### config.mk
export PLATFORM = sky130hd
export DESIGN_NAME = hit_time_est
export DESIGN_NICKNAME = d
export VERILOG_FILES = /design/src/rtl/hte_pkg.sv /design/src/rtl/hte_peak_select.sv /design/src/rtl/hte_ratio_index.sv /design/src/rtl/hte_fine_lut.sv /design/src/rtl/hit_time_est.sv
export SDC_FILE = /design/constraint.sdc
export NUM_CORES = 1
export LEC_CHECK = 0
export BUFFER_PORTS_ARGS = -buffer_cell sky130_fd_sc_hd__buf_4
export CAP_MARGIN = 20
export CORE_AREA = 5 5 228 230
export DETAILED_ROUTE_END_ITERATION = 12
export DIE_AREA = 0 0 233 235
export SYNTH_ARGS = -nofsm -noshare
export SYNTH_HDL_FRONTEND = slang
export SYNTH_SLANG_ARGS = --single-unit
### constraint.sdc
create_clock -name clk_i -period 32.5 [get_ports clk_i]
set_input_delay 9.75 -clock clk_i [delete_from_list [all_inputs] [get_ports clk_i]]
set_output_delay 9.75 -clock clk_i [all_outputs]
set_load 0.02 [all_outputs]
### src/rtl/hte_pkg.sv
package hte_pkg;
  typedef enum logic [1:0] {
    RSN_OK    = 2'd0,
    RSN_MULTI = 2'd1,
    RSN_EDGE  = 2'd2,
    RSN_SHAPE = 2'd3
  } reason_e;
endpackage

### src/rtl/hte_peak_select.sv
module hte_peak_select
  import hte_pkg::*;
#(
  parameter int SAMP_W = 10,
  parameter int N_SAMP = 6,
  parameter int TAG_W  = 8,
  parameter int CRS_W  = 2
) (
  input  logic                     clk_i,
  input  logic                     rst_ni,
  input  logic                     valid_i,
  input  logic [N_SAMP*SAMP_W-1:0] samples_i,
  input  logic [TAG_W-1:0]         tag_i,
  output logic                     valid_o,
  output logic [TAG_W-1:0]         tag_o,
  output logic [N_SAMP*SAMP_W-1:0] samples_o,
  output reason_e                  reason_o,
  output logic [CRS_W-1:0]         coarse_o,
  output logic [SAMP_W-1:0]        left_o,
  output logic [SAMP_W-1:0]        mid_o,
  output logic [SAMP_W-1:0]        right_o
);
  localparam int N_CTR = N_SAMP - 2;
  localparam int CNT_W = $clog2(N_SAMP + 1);

  logic [SAMP_W-1:0] smp [N_SAMP];
  logic [SAMP_W-1:0] pk_max;
  logic [N_SAMP-1:0] eq;
  logic [CNT_W-1:0]  n_eq;
  logic              adj;
  logic [N_CTR-1:0]  sel_d, sel_q;
  logic              found;
  logic [CRS_W-1:0]  ctr_d;
  logic [SAMP_W-1:0] l_d, m_d, r_d, side_min;
  logic              narrow;
  reason_e           reason_d;

  for (genvar g = 0; g < N_SAMP; g++) begin : g_unpack
    assign smp[g] = samples_i[g*SAMP_W +: SAMP_W];
    assign eq[g]  = (smp[g] == pk_max);
  end

  always_comb begin
    pk_max = '0;
    for (int k = 0; k < N_SAMP; k++) if (smp[k] > pk_max) pk_max = smp[k];
  end

  always_comb begin
    n_eq = '0;
    adj  = 1'b0;
    for (int k = 0; k < N_SAMP; k++) if (eq[k]) n_eq = n_eq + CNT_W'(1);
    for (int k = 0; k < N_SAMP - 1; k++) if (eq[k] && eq[k+1]) adj = 1'b1;
  end

  // earliest centre holding the maximum wins ties
  always_comb begin
    sel_d = '0;
    found = 1'b0;
    ctr_d = '0;
    for (int c = 1; c <= N_CTR; c++) begin
      if (eq[c] && !found) begin
        sel_d[c-1] = 1'b1;
        found      = 1'b1;
        ctr_d      = CRS_W'(c - 1);
      end
    end
  end

  always_comb begin
    l_d = '0;
    m_d = '0;
    r_d = '0;
    for (int c = 1; c <= N_CTR; c++) begin
      if (sel_d[c-1]) begin
        l_d = smp[c-1];
        m_d = smp[c];
        r_d = smp[c+1];
      end
    end
  end

  assign side_min = (l_d < r_d) ? l_d : r_d;
  assign narrow   = {side_min, 2'b00} < {2'b00, m_d};

  always_comb begin
    if (n_eq > CNT_W'(2) || (n_eq == CNT_W'(2) && !adj)) reason_d = RSN_MULTI;
    else if (!found)                                      reason_d = RSN_EDGE;
    else if (narrow)                                      reason_d = RSN_SHAPE;
    else                                                  reason_d = RSN_OK;
  end

  always_ff @(posedge clk_i or negedge rst_ni) begin
    if (!rst_ni) begin
      valid_o   <= 1'b0;
      tag_o     <= '0;
      samples_o <= '0;
      reason_o  <= RSN_OK;
      coarse_o  <= '0;
      left_o    <= '0;
      mid_o     <= '0;
      right_o   <= '0;
      sel_q     <= '0;
    end else begin
      valid_o   <= valid_i;
      tag_o     <= tag_i;
      samples_o <= samples_i;
      reason_o  <= reason_d;
      coarse_o  <= ctr_d;
      left_o    <= l_d;
      mid_o     <= m_d;
      right_o   <= r_d;
      sel_q     <= sel_d;
    end
  end

  a_r2_single_centre: assert property (@(posedge clk_i) disable iff (!rst_ni)
    valid_o |-> $onehot0(sel_q));

  a_r6_edge_no_centre: assert property (@(posedge clk_i) disable iff (!rst_ni)
    (valid_o && reason_o == RSN_EDGE) |-> (sel_q == '0));

  a_r2_centre_is_peak: assert property (@(posedge clk_i) disable iff (!rst_ni)
    (valid_o && reason_o == RSN_OK) |-> (mid_o >= left_o && mid_o >= right_o));
endmodule

### src/rtl/hte_ratio_index.sv
module hte_ratio_index
  import hte_pkg::*;
#(
  parameter int SAMP_W = 10,
  parameter int N_SAMP = 6,
  parameter int TAG_W  = 8,
  parameter int CRS_W  = 2,
  parameter int IDX_W  = 5
) (
  input  logic                     clk_i,
  input  logic                     rst_ni,
  input  logic                     valid_i,
  input  logic [TAG_W-1:0]         tag_i,
  input  logic [N_SAMP*SAMP_W-1:0] samples_i,
  input  reason_e                  reason_i,
  input  logic [CRS_W-1:0]         coarse_i,
  input  logic [SAMP_W-1:0]        left_i,
  input  logic [SAMP_W-1:0]        mid_i,
  input  logic [SAMP_W-1:0]        right_i,
  output logic                     valid_o,
  output logic [TAG_W-1:0]         tag_o,
  output logic [N_SAMP*SAMP_W-1:0] samples_o,
  output reason_e                  reason_o,
  output logic [CRS_W-1:0]         coarse_o,
  output logic [IDX_W-1:0]         idx_o
);
  localparam int HALF    = 2 ** (IDX_W - 1);
  localparam int IDX_MAX = 2 ** IDX_W - 1;
  localparam int NUM_W   = SAMP_W + IDX_W - 1;

  logic              up;
  logic [SAMP_W-1:0] mag;
  logic [NUM_W-1:0]  num, den, quo;
  int                raw;
  logic [IDX_W-1:0]  idx_d;

  assign up  = (right_i >= left_i);
  assign mag = up ? (right_i - left_i) : (left_i - right_i);
  assign num = {mag, {(IDX_W-1){1'b0}}};
  assign den = {{(IDX_W-1){1'b0}}, mid_i};
  assign quo = (mid_i == '0) ? '0 : num / den;

  always_comb begin
    raw = up ? (HALF + int'(quo)) : (HALF - int'(quo));
    if (raw < 0)            raw = 0;
    else if (raw > IDX_MAX) raw = IDX_MAX;
    idx_d = IDX_W'(raw);
  end

  always_ff @(posedge clk_i or negedge rst_ni) begin
    if (!rst_ni) begin
      valid_o   <= 1'b0;
      tag_o     <= '0;
      samples_o <= '0;
      reason_o  <= RSN_OK;
      coarse_o  <= '0;
      idx_o     <= '0;
    end else begin
      valid_o   <= valid_i;
      tag_o     <= tag_i;
      samples_o <= samples_i;
      reason_o  <= reason_i;
      coarse_o  <= coarse_i;
      idx_o     <= idx_d;
    end
  end

  a_r3_later_side_high: assert property (@(posedge clk_i) disable iff (!rst_ni)
    (valid_i && reason_i == RSN_OK && right_i > left_i) |=> (idx_o >= IDX_W'(HALF)));

  a_r3_earlier_side_low: assert property (@(posedge clk_i) disable iff (!rst_ni)
    (valid_i && reason_i == RSN_OK && right_i < left_i) |=> (idx_o <= IDX_W'(HALF)));

  a_r3_symmetric_mid: assert property (@(posedge clk_i) disable iff (!rst_ni)
    (valid_i && reason_i == RSN_OK && right_i == left_i) |=> (idx_o == IDX_W'(HALF)));
endmodule

### src/rtl/hte_fine_lut.sv
module hte_fine_lut
  import hte_pkg::*;
#(
  parameter int SAMP_W = 10,
  parameter int N_SAMP = 6,
  parameter int TAG_W  = 8,
  parameter int CRS_W  = 2,
  parameter int IDX_W  = 5,
  parameter int FINE_W = 2,
  parameter int BAND   = 6
) (
  input  logic                     clk_i,
  input  logic                     rst_ni,
  input  logic                     valid_i,
  input  logic [TAG_W-1:0]         tag_i,
  input  logic [N_SAMP*SAMP_W-1:0] samples_i,
  input  reason_e                  reason_i,
  input  logic [CRS_W-1:0]         coarse_i,
  input  logic [IDX_W-1:0]         idx_i,
  output logic                     valid_o,
  output logic [TAG_W-1:0]         tag_o,
  output logic [CRS_W+FINE_W-1:0]  time_o,
  output logic                     ambig_o,
  output logic [1:0]               reason_o,
  output logic [N_SAMP*SAMP_W-1:0] samples_o
);
  localparam int ENT  = 2 ** IDX_W;
  localparam int HALF = ENT / 2;

  function automatic logic [FINE_W*ENT-1:0] build_tbl();
    logic [FINE_W*ENT-1:0] t;
    int f;
    t = '0;
    for (int e = 0; e < ENT; e++) begin
      if (e < HALF - BAND)      f = 0;
      else if (e < HALF)        f = 1;
      else if (e < HALF + BAND) f = 2;
      else                      f = 3;
      t[e*FINE_W +: FINE_W] = FINE_W'(f);
    end
    return t;
  endfunction

  localparam logic [FINE_W*ENT-1:0] FINE_TBL = build_tbl();

  logic [FINE_W-1:0] fine;
  logic              ok;

  assign fine = FINE_TBL[idx_i*FINE_W +: FINE_W];
  assign ok   = (reason_i == RSN_OK);

  always_ff @(posedge clk_i or negedge rst_ni) begin
    if (!rst_ni) begin
      valid_o   <= 1'b0;
      tag_o     <= '0;
      time_o    <= '0;
      ambig_o   <= 1'b0;
      reason_o  <= '0;
      samples_o <= '0;
    end else begin
      valid_o   <= valid_i;
      tag_o     <= tag_i;
      time_o    <= ok ? {coarse_i, fine} : '0;
      ambig_o   <= !ok;
      reason_o  <= reason_i;
      samples_o <= ok ? '0 : samples_i;
    end
  end

  a_r4_low_band: assert property (@(posedge clk_i) disable iff (!rst_ni)
    (valid_i && ok && idx_i < IDX_W'(HALF - BAND)) |=> (time_o[FINE_W-1:0] == '0));

  a_r4_high_band: assert property (@(posedge clk_i) disable iff (!rst_ni)
    (valid_i && ok && idx_i >= IDX_W'(HALF + BAND)) |=> (time_o[FINE_W-1:0] == '1));
endmodule

### src/rtl/hit_time_est.sv
module hit_time_est
  import hte_pkg::*;
#(
  parameter int SAMP_W = 10,
  parameter int N_SAMP = 6,
  parameter int TAG_W  = 8,
  parameter int IDX_W  = 5,
  parameter int FINE_W = 2,
  parameter int BAND   = 6,
  localparam int CRS_W  = $clog2(N_SAMP - 2),
  localparam int TIME_W = CRS_W + FINE_W
) (
  input  logic                     clk_i,
  input  logic                     rst_ni,
  input  logic                     valid_i,
  input  logic [N_SAMP*SAMP_W-1:0] samples_i,
  input  logic [TAG_W-1:0]         tag_i,
  output logic                     valid_o,
  output logic [TAG_W-1:0]         tag_o,
  output logic [TIME_W-1:0]        time_o,
  output logic                     ambig_o,
  output logic [1:0]               reason_o,
  output logic [N_SAMP*SAMP_W-1:0] samples_o
);
  logic                     s1_valid, s2_valid;
  logic [TAG_W-1:0]         s1_tag, s2_tag;
  logic [N_SAMP*SAMP_W-1:0] s1_smp, s2_smp;
  reason_e                  s1_rsn, s2_rsn;
  logic [CRS_W-1:0]         s1_crs, s2_crs;
  logic [SAMP_W-1:0]        s1_l, s1_m, s1_r;
  logic [IDX_W-1:0]         s2_idx;

  hte_peak_select #(
    .SAMP_W(SAMP_W), .N_SAMP(N_SAMP), .TAG_W(TAG_W), .CRS_W(CRS_W)
  ) i_peak (
    .clk_i, .rst_ni, .valid_i, .samples_i, .tag_i,
    .valid_o(s1_valid), .tag_o(s1_tag), .samples_o(s1_smp), .reason_o(s1_rsn),
    .coarse_o(s1_crs), .left_o(s1_l), .mid_o(s1_m), .right_o(s1_r)
  );

  hte_ratio_index #(
    .SAMP_W(SAMP_W), .N_SAMP(N_SAMP), .TAG_W(TAG_W), .CRS_W(CRS_W), .IDX_W(IDX_W)
  ) i_ratio (
    .clk_i, .rst_ni,
    .valid_i(s1_valid), .tag_i(s1_tag), .samples_i(s1_smp), .reason_i(s1_rsn),
    .coarse_i(s1_crs), .left_i(s1_l), .mid_i(s1_m), .right_i(s1_r),
    .valid_o(s2_valid), .tag_o(s2_tag), .samples_o(s2_smp), .reason_o(s2_rsn),
    .coarse_o(s2_crs), .idx_o(s2_idx)
  );

  hte_fine_lut #(
    .SAMP_W(SAMP_W), .N_SAMP(N_SAMP), .TAG_W(TAG_W), .CRS_W(CRS_W),
    .IDX_W(IDX_W), .FINE_W(FINE_W), .BAND(BAND)
  ) i_lut (
    .clk_i, .rst_ni,
    .valid_i(s2_valid), .tag_i(s2_tag), .samples_i(s2_smp), .reason_i(s2_rsn),
    .coarse_i(s2_crs), .idx_i(s2_idx),
    .valid_o, .tag_o, .time_o, .ambig_o, .reason_o, .samples_o
  );

  a_r1_latency: assert property (@(posedge clk_i) disable iff (!rst_ni)
    valid_o == $past(valid_i, 3));

  a_r1_tag_follows: assert property (@(posedge clk_i) disable iff (!rst_ni)
    valid_o |-> (tag_o == $past(tag_i, 3)));

  a_r8_raw_forward: assert property (@(posedge clk_i) disable iff (!rst_ni)
    (valid_o && ambig_o) |-> (time_o == '0 && samples_o == $past(samples_i, 3)));

  a_r9_clean_zero: assert property (@(posedge clk_i) disable iff (!rst_ni)
    (valid_o && !ambig_o) |-> (samples_o == '0 && reason_o == 2'd0));

  a_r10_reset_quiet: assert property (@(posedge clk_i)
    !rst_ni |-> !valid_o);
endmodule

==> flow_summary.yaml <==
yosys:
  ys.warnings.count: 0
  yosysTopAreaCell: "dfrtp_1"
  ys_seq_area_frac: 0.328
  netlist_area_mm2: 0.0196
  synthFlopType: "dfrtp_1"
  synth-seq-cells: 256
  synth-async-reset-ratio: 1.00
  synth-edff-count: 0
  synthDistinctLibCells: 99
  synth_area_leaders: "dfrtp_1 (33%), ha_1 (12%), nand2_1 (3.4%)"
  syn_inst: 2184
  avgSynthCellArea_um2: 8.95
  synth_top_area_share: 0.328
  synthesis.nets: 2447
timing:
  worst_slew_pin_slew_ns: 1.11
  achievable-frequency_mhz: 32.7
  slew-limit-headroom: 0.253
  fin_worst_skew_ns: 0.0236
  setup_viol: 0
  fin_setup_tns_ns: 0
  finalCritPeriodShare: 0.942
  final_max_slew_viol_count: 0
  min_period_ns: 30.61
  setup_ws_ns: 1.89
  hold_viol: 0
routing:
  first_pass_iters: 7
  dr_total_vias: 17700
  drc: 0
  viasPerCell: 5.96
  antenna_left: 0
  post_drt_wl_per_cell_um: 21.5
  finalWirelength_um: 63900
  drtIter0Drc: 2134
placed_design:
  placedCellCount: 2910
  dp_hpwl_um: 48200
  io_buffers: 146
  dp_slack_ns: 0.446
  routabilityCongestion: 0.989
clocking:
  clk_pin_slew_ns: 0.07
  cts_tree: "done"
  cts.path.max_buffers: 3
  insertion_delay_ns: 0.55
  cts_root_buf: "clkbuf_16"
  h-tree-depth: 1
  cts_made_buffers: 25
  cts_sinks: 256
critical_path:
  r2r_start: "i_peak.right_o[0]"
  max_stage_delay_ns: 0.55
  critPathSlowestCell: "or4b_4"
  reg2regPathDepth: 129
  worstReg2RegEnd: "i_ratio.idx_o[2]"
  critPathKind: "reg -> reg"
  cp-start-kind: "flip-flop"
  crit_cells: 129
  critPathCaptureType: "flip-flop"
  cp_max_fo: 19
  r2r_slack_ns: 1.89
  worst-path-buf-inv: 9
  cpLargestDelayFamily: "compound AO/OA/AOI/OAI gates"
  worstPathRequired_ns: 32.90
  cp_data_arrival_time_ns: 31.01
  cpMostUsedCell: "ha_1"
worst_hold_path:
  hold_end: "i_ratio.samples_o[57]"
  hold_path_class: "reg -> reg"
  min-delay-start: "i_peak.samples_o[57]"
  worstHoldPathCells: 0
floorplan:
  die_x_um: 233
  core_area_mm2: 0.0497
  initial_core_util: 0.394
  num_io_pins: 147
  rows: 82
  die_h_um: 235
  dieArea_mm2: 0.0548
global_route:
  grt_pass1_vias: 17100
  grt_start_max_net_pins: 112
  antenna_found_initial: 3
  grt_overflow: 0
  track_usage: 0.224
  grt_pass1_wl_um: 98300
run:
  drv_cap: 0
cells_and_area:
  fin_cells: 2969
  drive_gt1_frac: 0.149
  layout.nets: 2539
  syn_to_final_growth_pct: 13.9
status:
  status: "finished, final reports clean"
[worst max-delay path by stage]
stage | startpoint | to | slack, ns
6_report | i_peak.right_o[0] | i_ratio.idx_o[2] | 1.89
5_1_grt | i_peak.right_o[0] | i_ratio.idx_o[2] | -0.14
4_1_cts | i_peak.right_o[0] | i_ratio.idx_o[2] | 0.29
3_5_place_dp | i_peak.right_o[0] | i_ratio.idx_o[2] | 0.45
3_3_place_gp | i_peak.right_o[0] | i_ratio.idx_o[1] | 1.35
2_1_floorplan | i_peak.right_o[0] | i_ratio.idx_o[1] | 3.79
[cell usage in the layout, fill, tap and decap left out, drive strengths merged, types with 14 or more instances in the layout]
master and n:
buf 182, a31oi 27, nor2 143, a22oi 34, mux2 46, o221ai 14, or3 14, ha 189
and2 84, a21oi 114, nor2b 21, a211oi 25, a21o 47, mux2i 26, nor3 63, a311oi 15
o21a 46, clkbuf 35, xor2 35, nor4 15, dfrtp 256, nand2b 19, o211ai 30, o21ai 99
or2 24, nand4 38, xnor2 68, inv 124, a211o 15, o31ai 14, nand3 34, a221oi 24
nand2 176
[worst register-to-register path, delay by kind of cell, from the launching register on]
kind,cells,cell delay (ns)
XOR/XNOR,1,0.15
flip-flops,1,0.39
AND/OR/NAND/NOR,37,7.80
buffers and inverters,9,1.23
adder cells (fa/ha/maj),17,5.26
multiplexers,3,0.93
AO/OA/AOI/OAI,62,14.68
[Yosys cell counts, types with 15 or more instances]
library cell    n
a21oi_1       112
a21o_1         47
dfrtp_1       256
inv_1         122
o21a_1         46
mux2i_1        26
o21ai_0        96
buf_1          16
nor2b_1        21
and2_1         79
or2_2          24
a22oi_1        34
xor2_1         35
nand2_1       175
ha_1          189
nor3_1         62
a221oi_1       22
clkbuf_1       90
a211o_1        15
nor2_1        143
nand2b_1       19
nand3_1        34
a311oi_1       15
a31oi_1        26
mux2_2         44
xnor2_1        68
a211oi_1       23
nand4_1        38
o211ai_1       29
[state kept, by name, indices dropped and copies added (netlist names)]
signal / count
i_lut.time_o: 4
i_lut.samples_o: 60
i_peak.reason_o: 2
i_ratio.valid_o: 1
i_peak.mid_o: 10
i_ratio.coarse_o: 2
i_peak.left_o: 10
i_lut.valid_o: 1
i_peak.tag_o: 8
i_ratio.samples_o: 60
i_peak.coarse_o: 2
i_ratio.idx_o: 4
i_peak.samples_o: 60
i_peak.right_o: 10
i_ratio.reason_o: 2
i_lut.reason_o: 2
i_peak.valid_o: 1
i_ratio.tag_o: 8
i_lut.tag_o: 8
i_lut.ambig_o: 1
[through the flow]
stage	util	hold slack [ns]	instance area, µm²
after detailed placement	0.428	0.335	21300
after CTS	0.445	0.345	22100
after global placement	0.428	0.331	21300
final	0.448	0.344	22300
after floorplan	-	0.331	19600
after global routing	0.448	0.351	22300
[cells by family (layout without fill, tap and decap cells)]
family,Yosys count,count (layout),share of synthesized area
compound gates,638,638,0.236
simple gates,684,684,0.179
other cells,0,2,0
fa+ha+maj,192,192,0.124
buf+inv,239,350,0.0472
mux,72,72,0.0400
flops,256,256,0.328
xor+xnor,103,103,0.0461
[routing by layer]
layer | track usage | routed length (µm)
met4 | 0.0670 | 2330
met5 | 0 | 0
met1 | 0.327 | 28500
met2 | 0.343 | 27500
met3 | 0.0374 | 5550
[timing repair]
| item | CTS | global route |
|---|---|---|
| setup buffers | 0 | 10 |
| endpoints found under the setup margin | 0 | 4 |
| gates resized for setup | 0 | 18 |
| endpoints found under the hold margin | 0 | 0 |
| hold buffers | 0 | 0 |
[final cells by class]
type	instances	area, µm²
well taps	672	841
fillers	4807	27400
clock buffers	35	703
flip-flops and latches	256	6410
diodes	2	5.00
inverters	122	458
clock inverters	11	129
multi-input cells	1689	12300
repair buffers	182	1370
Power is not shown: default switching activity piles up to over one toggle a cycle in this logic, so the estimate is an artifact.
